**src/rtl/adc_seq_pkg.sv**
```systemverilog
package adc_seq_pkg;

    typedef enum logic [2:0] {
        M_FIX_ONE   = 3'd0,
        M_FIX_LOOP  = 3'd1,
        M_SCAN_ONE  = 3'd2,
        M_SCAN_LOOP = 3'd3,
        M_PAIR      = 3'd4,
        M_STEP      = 3'd5
    } mode_e;

    typedef enum logic [1:0] {
        SRC_SW   = 2'd0,
        SRC_TMR  = 2'd1,
        SRC_PIN  = 2'd2,
        SRC_NONE = 2'd3
    } src_e;

    typedef enum logic [1:0] {
        ST_IDLE  = 2'd0,
        ST_ISSUE = 2'd1,
        ST_WAIT  = 2'd2,
        ST_PAUSE = 2'd3
    } state_e;

    // modes whose channel walk follows the mask
    function automatic logic uses_mask(input mode_e m);
        return (m == M_SCAN_ONE) || (m == M_SCAN_LOOP) || (m == M_STEP);
    endfunction

    // modes that fill registers by rotating slot
    function automatic logic uses_slot(input mode_e m);
        return (m == M_FIX_LOOP) || (m == M_PAIR);
    endfunction

endpackage

```
**src/rtl/adc_trig_unit.sv**
```systemverilog
module adc_trig_unit
    import adc_seq_pkg::*;
(
    input  logic       clk,
    input  logic       rst,
    input  logic [1:0] src_i,
    input  logic       sw_start_i,
    input  logic       tmr_ovf_i,
    input  logic       pin_i,
    input  logic       edge_pol_i,
    output logic       trig_o
);
    localparam int SYNC_LEN = 2;

    logic [SYNC_LEN-1:0] sync_q;
    logic                hist_q;
    logic                pin_s;
    logic                pin_evt;

    always_ff @(posedge clk) begin
        if (rst) begin
            sync_q <= '0;
            hist_q <= 1'b0;
        end else begin
            sync_q <= {sync_q[SYNC_LEN-2:0], pin_i};
            hist_q <= sync_q[SYNC_LEN-1];
        end
    end

    assign pin_s   = sync_q[SYNC_LEN-1];
    assign pin_evt = edge_pol_i ? (pin_s & ~hist_q) : (~pin_s & hist_q);

    always_comb begin
        case (src_e'(src_i))
            SRC_SW:  trig_o = sw_start_i;
            SRC_TMR: trig_o = tmr_ovf_i;
            SRC_PIN: trig_o = pin_evt;
            default: trig_o = 1'b0;
        endcase
    end

endmodule

```
**src/rtl/adc_result_bank.sv**
```systemverilog
module adc_result_bank #(
    parameter int NCH = 4,
    parameter int DW  = 8,
    localparam int CW = $clog2(NCH)
) (
    input  logic              clk,
    input  logic              rst,
    input  logic              wr_i,
    input  logic [CW-1:0]     idx_i,
    input  logic [DW-1:0]     data_i,
    output logic [NCH*DW-1:0] res_o
);
    for (genvar k = 0; k < NCH; k++) begin : g_reg
        logic [DW-1:0] val_q;
        always_ff @(posedge clk) begin
            if (rst)
                val_q <= '0;
            else if (wr_i && (idx_i == CW'(k)))
                val_q <= data_i;
        end
        assign res_o[k*DW +: DW] = val_q;
    end

endmodule

```
**src/rtl/adc_seq_ctrl.sv**
```systemverilog
module adc_seq_ctrl
    import adc_seq_pkg::*;
#(
    parameter int NCH = 4,
    parameter int DW  = 8,
    localparam int CW = $clog2(NCH)
) (
    input  logic           clk,
    input  logic           rst,
    input  logic           trig_i,
    input  logic           stop_i,
    input  logic [2:0]     mode_i,
    input  logic [NCH-1:0] mask_i,
    input  logic [CW-1:0]  cha_i,
    input  logic [CW-1:0]  chb_i,
    input  logic           done_i,
    output logic           start_o,
    output logic [CW-1:0]  ch_o,
    output logic           wr_o,
    output logic [CW-1:0]  wr_idx_o,
    output logic           irq_o,
    output logic           busy_o
);
    localparam logic [CW-1:0] LAST_SLOT = CW'(NCH - 1);

    function automatic logic [CW-1:0] lowest_sel(input logic [NCH-1:0] m);
        logic [CW-1:0] r;
        r = '0;
        for (int i = NCH - 1; i >= 0; i--)
            if (m[i]) r = CW'(i);
        return r;
    endfunction

    function automatic logic sel_above(input logic [NCH-1:0] m, input logic [CW-1:0] cur);
        logic r;
        r = 1'b0;
        for (int i = 0; i < NCH; i++)
            if (m[i] && (i > int'(cur))) r = 1'b1;
        return r;
    endfunction

    function automatic logic [CW-1:0] next_sel(input logic [NCH-1:0] m, input logic [CW-1:0] cur);
        logic [CW-1:0] r;
        r = lowest_sel(m);
        for (int i = NCH - 1; i >= 0; i--)
            if (m[i] && (i > int'(cur))) r = CW'(i);
        return r;
    endfunction

    state_e         st_q, st_n;
    mode_e          mode_q, mode_n, mode_in;
    logic [NCH-1:0] mask_q, mask_n;
    logic [CW-1:0]  cha_q, cha_n, chb_q, chb_n;
    logic [CW-1:0]  ch_q, ch_n;
    logic [CW-1:0]  slot_q, slot_n;
    logic           stop_q;
    logic           irq_q, irq_n;
    logic           start_ok;
    logic           halt;
    logic           pass_end;
    logic           slot_wrap;

    assign mode_in   = mode_e'(mode_i);
    assign halt      = stop_q | stop_i;
    assign pass_end  = ~sel_above(mask_q, ch_q);
    assign slot_wrap = (slot_q == LAST_SLOT);

    always_comb begin
        case (mode_in)
            M_FIX_ONE, M_FIX_LOOP, M_PAIR:  start_ok = 1'b1;
            M_SCAN_ONE, M_SCAN_LOOP, M_STEP: start_ok = |mask_i;
            default:                         start_ok = 1'b0;
        endcase
    end

    always_comb begin
        st_n     = st_q;
        mode_n   = mode_q;
        mask_n   = mask_q;
        cha_n    = cha_q;
        chb_n    = chb_q;
        ch_n     = ch_q;
        slot_n   = slot_q;
        irq_n    = 1'b0;
        wr_o     = 1'b0;
        wr_idx_o = uses_slot(mode_q) ? slot_q : ch_q;
        case (st_q)
            ST_IDLE: begin
                if (trig_i && start_ok) begin
                    st_n   = ST_ISSUE;
                    mode_n = mode_in;
                    mask_n = mask_i;
                    cha_n  = cha_i;
                    chb_n  = chb_i;
                    slot_n = '0;
                    ch_n   = uses_mask(mode_in) ? lowest_sel(mask_i) : cha_i;
                end
            end
            ST_ISSUE: st_n = ST_WAIT;
            ST_WAIT: begin
                if (done_i) begin
                    wr_o   = 1'b1;
                    slot_n = slot_wrap ? '0 : slot_q + 1'b1;
                    case (mode_q)
                        M_FIX_ONE: begin
                            irq_n = 1'b1;
                            st_n  = ST_IDLE;
                        end
                        M_FIX_LOOP: begin
                            irq_n = slot_wrap;
                            st_n  = halt ? ST_IDLE : ST_ISSUE;
                        end
                        M_SCAN_ONE: begin
                            irq_n = pass_end;
                            ch_n  = next_sel(mask_q, ch_q);
                            st_n  = (pass_end || halt) ? ST_IDLE : ST_ISSUE;
                        end
                        M_SCAN_LOOP: begin
                            irq_n = pass_end;
                            ch_n  = next_sel(mask_q, ch_q);
                            st_n  = halt ? ST_IDLE : ST_ISSUE;
                        end
                        M_PAIR: begin
                            irq_n = slot_wrap;
                            ch_n  = slot_q[0] ? cha_q : chb_q;
                            st_n  = halt ? ST_IDLE : ST_ISSUE;
                        end
                        M_STEP: begin
                            irq_n = 1'b1;
                            ch_n  = next_sel(mask_q, ch_q);
                            st_n  = halt ? ST_IDLE : ST_PAUSE;
                        end
                        default: st_n = ST_IDLE;
                    endcase
                end
            end
            ST_PAUSE: begin
                if (stop_i)
                    st_n = ST_IDLE;
                else if (trig_i)
                    st_n = ST_ISSUE;
            end
            default: st_n = ST_IDLE;
        endcase
    end

    always_ff @(posedge clk) begin
        if (rst) begin
            st_q   <= ST_IDLE;
            mode_q <= M_FIX_ONE;
            mask_q <= '0;
            cha_q  <= '0;
            chb_q  <= '0;
            ch_q   <= '0;
            slot_q <= '0;
            irq_q  <= 1'b0;
            stop_q <= 1'b0;
        end else begin
            st_q   <= st_n;
            mode_q <= mode_n;
            mask_q <= mask_n;
            cha_q  <= cha_n;
            chb_q  <= chb_n;
            ch_q   <= ch_n;
            slot_q <= slot_n;
            irq_q  <= irq_n;
            if (st_n == ST_IDLE)
                stop_q <= 1'b0;
            else if (stop_i)
                stop_q <= 1'b1;
        end
    end

    assign start_o = (st_q == ST_ISSUE);
    assign ch_o    = ch_q;
    assign irq_o   = irq_q;
    assign busy_o  = (st_q != ST_IDLE);

endmodule

```
**src/rtl/adc_scan_seq.sv**
```systemverilog
module adc_scan_seq #(
    parameter int NCH = 4,
    parameter int DW  = 8,
    localparam int CW = $clog2(NCH)
) (
    input  logic              clk,
    input  logic              rst,
    input  logic [2:0]        mode_i,
    input  logic [1:0]        src_i,
    input  logic              sw_start_i,
    input  logic              tmr_ovf_i,
    input  logic              pin_i,
    input  logic              edge_pol_i,
    input  logic [NCH-1:0]    ch_mask_i,
    input  logic [CW-1:0]     cha_i,
    input  logic [CW-1:0]     chb_i,
    input  logic              stop_i,
    output logic              conv_start_o,
    output logic [CW-1:0]     conv_ch_o,
    input  logic              conv_done_i,
    input  logic [DW-1:0]     conv_data_i,
    output logic [NCH*DW-1:0] res_o,
    output logic              irq_o,
    output logic              busy_o
);
    logic          trig;
    logic          wr;
    logic [CW-1:0] wr_idx;

    adc_trig_unit u_trig (
        .clk        (clk),
        .rst        (rst),
        .src_i      (src_i),
        .sw_start_i (sw_start_i),
        .tmr_ovf_i  (tmr_ovf_i),
        .pin_i      (pin_i),
        .edge_pol_i (edge_pol_i),
        .trig_o     (trig)
    );

    adc_seq_ctrl #(.NCH(NCH), .DW(DW)) u_ctrl (
        .clk      (clk),
        .rst      (rst),
        .trig_i   (trig),
        .stop_i   (stop_i),
        .mode_i   (mode_i),
        .mask_i   (ch_mask_i),
        .cha_i    (cha_i),
        .chb_i    (chb_i),
        .done_i   (conv_done_i),
        .start_o  (conv_start_o),
        .ch_o     (conv_ch_o),
        .wr_o     (wr),
        .wr_idx_o (wr_idx),
        .irq_o    (irq_o),
        .busy_o   (busy_o)
    );

    adc_result_bank #(.NCH(NCH), .DW(DW)) u_bank (
        .clk    (clk),
        .rst    (rst),
        .wr_i   (wr),
        .idx_i  (wr_idx),
        .data_i (conv_data_i),
        .res_o  (res_o)
    );

endmodule

```
**config.mk**
```make
export PLATFORM = sky130hd
export DESIGN_NAME = adc_scan_seq
export DESIGN_NICKNAME = d
export VERILOG_FILES = /design/src/rtl/adc_seq_pkg.sv /design/src/rtl/adc_trig_unit.sv /design/src/rtl/adc_result_bank.sv /design/src/rtl/adc_seq_ctrl.sv /design/src/rtl/adc_scan_seq.sv
export SDC_FILE = /design/constraint.sdc
export NUM_CORES = 1
export LEC_CHECK = 0
export BUFFER_PORTS_ARGS = -buffer_cell sky130_fd_sc_hd__clkbuf_2
export CORE_ASPECT_RATIO = 0.7
export CORE_MARGIN = 1.5
export CORE_UTILIZATION = 50
export DETAILED_ROUTE_END_ITERATION = 8
export GPL_TIMING_DRIVEN = 0
export PLACE_DENSITY = 0.77
export SLEW_MARGIN = 40
export SYNTH_ARGS = -nofsm -noshare
export SYNTH_HDL_FRONTEND = slang
export SYNTH_SLANG_ARGS = --single-unit
export TNS_END_PERCENT = 50
```
**constraint.sdc**
```tcl
create_clock -name clk -period 2.4 [get_ports clk]
set_input_delay 0.48 -clock clk [delete_from_list [all_inputs] [get_ports clk]]
set_output_delay 0.48 -clock clk [all_outputs]
set_load 0.01 [all_outputs]
```
### Word-level counts from Yosys, hierarchy flattened

Index checks and enable logic that the tools add are counted.

* flip-flop bits (word level): 54
* input port bits: 29
* output and inout port bits: 37

* bitwise gates (word level): 8
* $add $sub $neg: 1
* reduce and logical (&&, ||, !) cells: 33
* equality and inequality tests: 22
* $lt $le $gt $ge: 3
* multiplexer cells: 40

Operators by type and width (number)
* 2-to-1 mux 2 bit: 24
* OR reduction 3 bit: 5
* equality test 2 bit (second input constant): 6
* equality test 3 x 2 -> 1 bit (second input constant): 4
* equality test 3 bit (second input constant): 4
* case mux 2 bit (2 select lines): 3
* logical AND 1 bit: 8
* zero test 2 bit: 4
* 2-to-1 mux 1 bit: 8
* case mux 2 bit (4 select lines): 1
* OR reduction 2 bit: 4
* equality test 2 x 1 -> 1 bit (second input constant): 3
* equality test 3 x 1 -> 1 bit (second input constant): 2
* zero test 3 bit: 2
* case mux 1 bit (3 select lines): 2
* case mux 2 bit (3 select lines): 1
* inverter 1 bit: 5
* > comparator 2 bit (first input constant): 2
* logical OR 1 bit: 4
* AND reduction 4 bit: 1
* nonzero test 2 bit: 2
* OR reduction 4 bit: 1
* inequality test 3 x 2 -> 1 bit (second input constant): 1
* AND reduction 3 bit: 1
* 8 further kinds: 9

### Longest topological paths before layout

Gate-level depths: netlist of run 1.

* depth after elaboration: 13
* mapped depth: 7
* mapped depth without buffers: 5

### Cells and area by module

A second synthesis of run 1 with hierarchy kept.

* cells, all modules: 261
* area total of the unflattened synthesis: 2532.4 sq um

By module, submodules not included
* adc_result_bank: times used 1, area an instance 1285.0 sq um, cells each 116
* adc_seq_ctrl: times used 1, area an instance 1128.6 sq um, cells each 133
* adc_trig_unit: times used 1, area an instance 118.9 sq um, cells each 12

### Worst setup path after synthesis of run 1

OpenSTA, ideal clock, no wires.

* kind: input to register
* start point: in edge_pol_i
* end point: reg u_ctrl.slot_q[0]
* arrival: 1.766 ns
* buffers on the path: 2
* stages on the path: 7
* library setup time: 0.128 ns
* slack: 0.506 ns
* cells stage by stage: or3b_2 > a21oi_1 > o211ai_1 > buf_2 > buf_2 > a31oi_1 > nor2_1

* cells in the longest elaborated chain, start to end: 5

RTL lines
* start: declaration: RTL line adc_scan_seq.sv:13 `input logic edge_pol_i,`
* 2-to-1 mux 1 bit: RTL line adc_trig_unit.sv:31 `assign pin_evt = edge_pol_i ? (pin_s & ~hist_q) : (~pin_s & hist_q);`
* case mux 1 bit (3 select lines): RTL line adc_trig_unit.sv:34 `case (src_e'(src_i))`
* logical AND 1 bit: RTL line adc_seq_ctrl.sv:89 `if (trig_i && start_ok) begin`
* inequality test 2 x 1 -> 1 bit (no source line)
* AND reduction 3 bit (no source line)
* end signal: assignment: RTL line adc_seq_ctrl.sv:165 `slot_q <= slot_n;`
* end: declaration: RTL line adc_seq_ctrl.sv:55 `logic [CW-1:0] slot_q, slot_n;`

Every way passes these cells.
A chain may end at the register's enable or synchronous reset.

### Worst setup path after layout of run 1

* start point: reg u_ctrl.mode_q[2]
* end point: reg u_bank.g_reg[0].val_q[0]

* cells in the longest elaborated chain, start to end: 5
* elaborated cells between the ends (all ways): 6
* those cells by class: eq/ne (2); mux (1); reduce/logical (3)

RTL lines
* start: declaration: RTL line adc_seq_ctrl.sv:51 `mode_e mode_q, mode_n, mode_in;`
* start signal: assignment: RTL line adc_seq_ctrl.sv:160 `mode_q <= mode_n;`
* equality test 3 x 1 -> 1 bit or equality test 3 bit (tied branches): RTL line adc_seq_pkg.sv:33 `return (m == M_FIX_LOOP) || (m == M_PAIR);`
* logical OR 1 bit (*): RTL line adc_seq_pkg.sv:33
* 2-to-1 mux 2 bit (*): RTL line adc_seq_ctrl.sv:86 `wr_idx_o = uses_slot(mode_q) ? slot_q : ch_q;`
* zero test 2 bit (*): RTL line adc_result_bank.sv:18 `else if (wr_i && (idx_i == CW'(k)))`
* logical AND 1 bit (*): RTL line adc_result_bank.sv:18
* end signal: assignment: RTL line adc_result_bank.sv:19 `val_q <= data_i;`
* end: declaration: RTL line adc_result_bank.sv:14 `logic [DW-1:0] val_q;`

Mark *: on every way between the ends. The rest lies on a longest branch, timed or not.

==> impl_metrics.env, run 1 <==
export IMPL_status="completed"
export IMPL_cts_buffers=5
export IMPL_crit_buf_inv=1
export IMPL_globalplace_congestion=0.918
export IMPL_nets=353
export IMPL_grt_pass1_wl_um=9120
export IMPL_path_cells="buf_6 > xnor2_1 > o21ai_0 > a21oi_4 > mux2i_1 > nor2_1"
export IMPL_synth_top_cell_by_area="dfxtp_1"
export IMPL_grt_pass1_vias=1886
export IMPL_syn_inst=252
export IMPL_hold_viol=0
export IMPL_cellLeakagePower_nw=1.25
export IMPL_core_um2=4480
export IMPL_synth_top_area_share=0.451
export IMPL_maxSlewViolCount=0
export IMPL_setup_viol=0
export IMPL_cp_data_arrival_time_ns=2.32
export IMPL_required_ns=2.58
export IMPL_min_path_type="input port to flip-flop"
export IMPL_worstSkewPairLatency_ns=0.30
export IMPL_setup_tns_ns=0
export IMPL_dp_hpwl_um=4130
export IMPL_start_util=0.535
export IMPL_clk_pin_slew_worst_paths_ns=0.10
export IMPL_critical_path_top_delay_family="compound AO/OA/AOI/OAI gates"
export IMPL_drt_iter0_drc=113
export IMPL_cp_max_fo=9
export IMPL_cts_setup_buffers=0
export IMPL_max_freq_mhz=466
export IMPL_use_met2=0.342
export IMPL_worst_pin_slew_ns=0.676
export IMPL_synth_edf_count=0
export IMPL_dp_slack_ns=-0.00308
export IMPL_area_growth_pct=19.7
export IMPL_avgSynthCellArea_um2=9.50
export IMPL_globalRouteTotalUtil=0.225
export IMPL_fin_area_um2=2870
export IMPL_portBuffers=64
export IMPL_cts_sinks=54
export IMPL_vias=2046
export IMPL_drt_vias_per_instance=5.41
export IMPL_ir_worst_vdd_mv=0.352
export IMPL_synth_seq_area_share=0.451
export IMPL_drive_gt1_frac=0.260
export IMPL_end_kind="flip-flop"
export IMPL_slowest_delay_ns=0.54
export IMPL_synth_seq_cells=54
export IMPL_die_area_um2=5220
export IMPL_yosysWarningCount=0
export IMPL_ant_nets=0
export IMPL_diodes=0
export IMPL_cts_hold_buf=0
export IMPL_post_route_period_util=0.895
export IMPL_overflow=0
export IMPL_nFillCells=402
export IMPL_antenna_found_initial=0
export IMPL_syn_nets=282
export IMPL_remaining_drc_errors=0
export IMPL_cts_root_buf="clkbuf_8"
export IMPL_period_minus_slack_ns=2.15
export IMPL_wl_um=5460
export IMPL_die_width_um=85.7
export IMPL_top_usage_layer="met2"
export IMPL_p_per_area_nw_per_um2=561
export IMPL_clock_path_buffers=2
export IMPL_first_pass_iters=4
export IMPL_post_synth_num_cell_types=41
export IMPL_slew_headroom=0.546
export IMPL_grtUsageMet1=0.331
export IMPL_place_area_um2=2780
export IMPL_routedWlPerCell_um=14.4
export IMPL_ys_async_sr_fraction=0
export IMPL_grt_max_degree=17
export IMPL_htreeDepth=2
export IMPL_synth_ff_type="dfxtp_1"
export IMPL_cp_start_kind="flip-flop"
export IMPL_fp_row_count=20
export IMPL_worst_slack_ns=0.253
export IMPL_synthesis_area_um2=2390
export IMPL_post_cts_resized=0
export IMPL_cts_tree="built"
export IMPL_cap_violations=0
export IMPL_pin_count=66
export IMPL_gr_usage_met3=0.0558
export IMPL_yosys_top_cells_area="dfxtp_1 45%, mux2i_1 19%, nor2_1 7.7%"
export IMPL_timing_hold_ws_ns=0.382
export IMPL_rsz0062_at_grt="no"
export IMPL_crit_slowest_cell="xnor2_1"
export IMPL_skew_ns=0.00580
export IMPL_critPathKind="flip-flop to flip-flop"
export IMPL_fp_dieH_um=60.9
flip-flops by register name, summed over array words and instances, names as in the netlist, 2 cells and up:
name and flops:
u_trig.sync_q 2, u_ctrl.cha_q 2, u_ctrl.st_q 2, u_bank.g.val_q 32
u_ctrl.chb_q 2, u_ctrl.slot_q 2, u_ctrl.mode_q 3, u_ctrl.ch_o 2
u_ctrl.mask_q 4
cell type report:
type	count	area (um2)	area share
tap	55	68.8	0.0240
clock inverter	2	15.0	0.00524
buffer	13	60.1	0.0209
sequential	54	1080	0.377
timing repair buffer	64	320	0.112
multi-input combinational	181	1240	0.432
inverter	4	15.0	0.00524
clock buffer	5	68.8	0.0240
layout by cell type (no fill, tap or decap), drive strengths merged, types with 2 or more instances in the layout:
cell / netlist / routed
a211oi: 3 / 3
a21o: 2 / 2
a21oi: 12 / 12
a221o: 2 / 2
a311oi: 2 / 2
a31oi: 2 / 2
buf: 4 / 4
clkbuf: 9 / 78
clkinvlp: 0 / 2
dfxtp: 54 / 54
inv: 4 / 4
mux2: 2 / 2
mux2i: 45 / 45
nand2: 12 / 12
nand2b: 3 / 3
nand3: 4 / 4
nand3b: 2 / 2
nor2: 49 / 49
nor2b: 7 / 7
o211ai: 3 / 3
o21a: 2 / 2
o21ai: 6 / 6
o31ai: 4 / 4
or3: 2 / 2
or4b: 2 / 2
cell usage after synthesis, types with 2 or more instances:
library cell / count
or4b_4: 2
nand2_1: 12
mux2_2: 2
a21oi_1: 9
clkbuf_1: 9
a221o_1: 2
nand3b_1: 2
or3_1: 2
a21oi_4: 3
nand2b_1: 3
nor2_1: 49
buf_2: 3
o21a_1: 2
o21ai_0: 6
o31ai_1: 4
nand3_1: 4
nor2b_1: 7
mux2i_1: 45
inv_1: 4
a31oi_1: 2
a211oi_1: 3
dfxtp_1: 54
a311oi_1: 2
a21o_1: 2
o211ai_1: 3
power breakdown:
group | internal (mW) | switching, mW | total, mW
combinational | 0.0770 | 0.111 | 0.188
sequential | 0.916 | 0.0180 | 0.934
clock | 0.200 | 0.289 | 0.489
total | 1.19 | 0.418 | 1.61
worst paths after layout:
path / start / end / slack [ns] / cells after the start
min reg2reg: u_trig.sync_q[0] / u_trig.sync_q[1] / 0.44 / 1
max reg2reg: u_ctrl.mode_q[2] / u_bank.g_reg[0].val_q[0] / 0.25 / 6
max: u_ctrl.mode_q[2] / u_bank.g_reg[0].val_q[0] / 0.25 / 6
min: pin_i / u_trig.sync_q[0] / 0.38 / 2
per-stage QoR:
| stage | total power, mW | utilization | cells |
|---|---|---|---|
| after CTS | 1.62 | 0.640 | 378 |
| after floorplan | 1.07 | - | 252 |
| after global placement | 1.14 | 0.622 | 371 |
| after detailed placement | 1.14 | 0.622 | 371 |
| after global routing | 1.69 | 0.640 | 378 |
| final | 1.61 | 0.640 | 378 |
logic make-up after synthesis:
group / share of synthesized area
fa+ha+maj: 0.00522
buf+inv: 0.0313
mux: 0.197
simple gates: 0.170
flops: 0.451
compound gates: 0.137
xor+xnor: 0.00732
routing by layer:
| metal | up-vias | part of all wire |
|---|---|---|
| li1 | 1030 | - |
| met1 | 955 | 0.51 |
| met2 | 57 | 0.42 |
| met3 | 4 | 0.064 |
| met4 | 0 | 0.0044 |
| met5 | - | 0 |
No activity file was read; power rests on OpenSTA's default activity.
==> run 2, diff against run 1 <==
BUFFER_PORTS_ARGS = -buffer_cell sky130_fd_sc_hd__buf_2   (was -buffer_cell sky130_fd_sc_hd__clkbuf_2)
==> run 2 against run 1 <==
- combinational power barely moved
- largest power group unchanged
- total power rose by 8.1%
- worst hold slack got worse by 0.010 ns
- global-route usage rose by 0.38 points
- critical path depth did not move
- worst setup slack got worse by 0.015 ns
- clock skew fell by 0.0016 ns
- maximum frequency fell by 0.71%
==> impl_metrics.env, run 2 (synthesized netlist as in run 1, its figures left out) <==
export IMPL_reg2reg_slack_ns=0.24
export IMPL_fin_util=0.647
export IMPL_post_route_period_util=0.901
export IMPL_dp_hpwl_um=4120
export IMPL_clock_path_buffers=2
export IMPL_drive_gt1_frac=0.262
export IMPL_grt_pass1_wl_um=9100
export IMPL_antenna_found_initial=0
export IMPL_diodes=0
export IMPL_cellLeakagePower_nw=1.29
export IMPL_max_freq_mhz=462
export IMPL_cp_data_arrival_time_ns=2.35
export IMPL_fp_row_count=20
export IMPL_routedWlPerCell_um=14.8
export IMPL_rsz0062_at_grt="no"
export IMPL_required_ns=2.59
export IMPL_drt_vias_per_instance=5.41
export IMPL_start_util=0.535
export IMPL_final_cell_mix="67 x buf_2, 54 x dfxtp_1, 49 x nor2_1, 45 x mux2i_1, 12 x nand2_1"
export IMPL_slowest_delay_ns=0.58
export IMPL_cts_tree="built"
export IMPL_slew_headroom=0.511
export IMPL_ant_nets=0
export IMPL_vias=2049
export IMPL_hold_viol=0
export IMPL_remaining_drc_errors=0
export IMPL_cts_buffers=5
export IMPL_portBuffers=64
export IMPL_crit_slowest_cell="xnor2_1"
export IMPL_die_width_um=85.7
export IMPL_path_cells="buf_6 > xnor2_1 > o21ai_0 > a21oi_4 > mux2i_1 > nor2_1"
export IMPL_top_regs="u_bank.g.val_q (32), u_ctrl.mask_q (4), u_ctrl.mode_q (3)"
export IMPL_ir_worst_vdd_mv=0.343
export IMPL_cp_max_fo=9
export IMPL_fp_dieH_um=60.9
export IMPL_globalplace_congestion=0.941
export IMPL_critPathKind="flip-flop to flip-flop"
export IMPL_cts_sinks=54
export IMPL_setup_viol=0
export IMPL_cts_root_buf="clkbuf_8"
export IMPL_maxSlewViolCount=0
export IMPL_worstSkewPairLatency_ns=0.31
export IMPL_cts_setup_buffers=0
export IMPL_post_cts_resized=0
export IMPL_status="completed"
export IMPL_htreeDepth=2
export IMPL_globalRouteTotalUtil=0.229
export IMPL_drt_iter0_drc=131
export IMPL_first_pass_iters=4
export IMPL_die_area_um2=5220
export IMPL_end_kind="flip-flop"
export IMPL_clk_pin_slew_worst_paths_ns=0.10
export IMPL_final_common_cell="buf_2"
export IMPL_skew_ns=0.00416
export IMPL_cts_hold_buf=0
export IMPL_wl_um=5630
export IMPL_period_minus_slack_ns=2.16
export IMPL_top_register="u_bank.g.val_q"
export IMPL_worst_pin_slew_ns=0.728
export IMPL_pin_count=66
export IMPL_area_growth_pct=21.0
export IMPL_overflow=0
export IMPL_cap_violations=0
export IMPL_nets=353
export IMPL_nFillCells=379
export IMPL_p_per_area_nw_per_um2=601
export IMPL_setup_tns_ns=0
export IMPL_grt_pass1_vias=1854
export IMPL_largest_reg_flops=32
export IMPL_core_um2=4480
export IMPL_cp_start_kind="flip-flop"
export IMPL_min_path_type="input port to flip-flop"
export IMPL_grt_max_degree=18
==> run 2: cell types whose count changed in the layout (fill, tap and decap cells not counted) <==
cell	previous run	this run
bufinv_16	0	1
clkbuf_2	64	0
buf_2	3	67
==> run 2: final timing paths <==
kind                                        from                        to  cells past startpoint
worst max-delay path            u_ctrl.mode_q[2]  u_bank.g_reg[0].val_q[5]                      6
worst min-delay path                       pin_i          u_trig.sync_q[0]                      2
worst max register to register  u_ctrl.mode_q[2]  u_bank.g_reg[0].val_q[5]                      6
worst min register to register  u_trig.sync_q[0]          u_trig.sync_q[1]                      1
==> run 2: per-layer routing <==
metal  vias to the layer above  routed length, um  global-route usage
li1                       1026                  -                   -
met1                       962               2810               0.326
met2                        57               2410               0.344
met3                         4                359              0.0612
met4                         0                 42              0.0691
met5                         -                  0                   0
==> run 2: area by class of cell <==
| class | instances | area (um2) | share of cell area |
|---|---|---|---|
| multi-input cells | 181 | 1240 | 0.427 |
| flip-flops and latches | 54 | 1080 | 0.373 |
| clock buffers | 5 | 68.8 | 0.0237 |
| well taps | 55 | 68.8 | 0.0237 |
| clock inverters | 3 | 45.0 | 0.0155 |
| inverters | 4 | 15.0 | 0.00518 |
| plain buffers | 13 | 60.1 | 0.0207 |
| repair buffers | 64 | 320 | 0.111 |
==> run 2: worst max-delay path, delay by kind of cell, from the launching register on <==
family | cells | cell delay [ns]
AO/OA/AOI/OAI | 2 | 0.72
AND/OR/NAND/NOR | 1 | 0.05
multiplexers | 1 | 0.24
buffers and inverters | 1 | 0.13
XOR/XNOR | 1 | 0.58
flip-flops | 1 | 0.32
==> run 2: stage by stage <==
step	hold slack, ns	setup WS [ns]	cell area, um2	power, mW	instances
CTS	0.370	0.259	2900	1.74	379
floorplan	0.414	0.506	2390	1.07	252
detailed placement	0.430	0.0151	2780	1.14	371
global placement	0.417	0.0151	2780	1.14	371
finish	0.372	0.238	2900	1.74	379
global route	0.406	0.0507	2900	1.81	379
==> run 2: report_power, final <==
part	total (mW)	internal [mW]	switching, mW
logic	0.190	0.0772	0.113
clock network	0.617	0.311	0.306
registers	0.934	0.916	0.0182
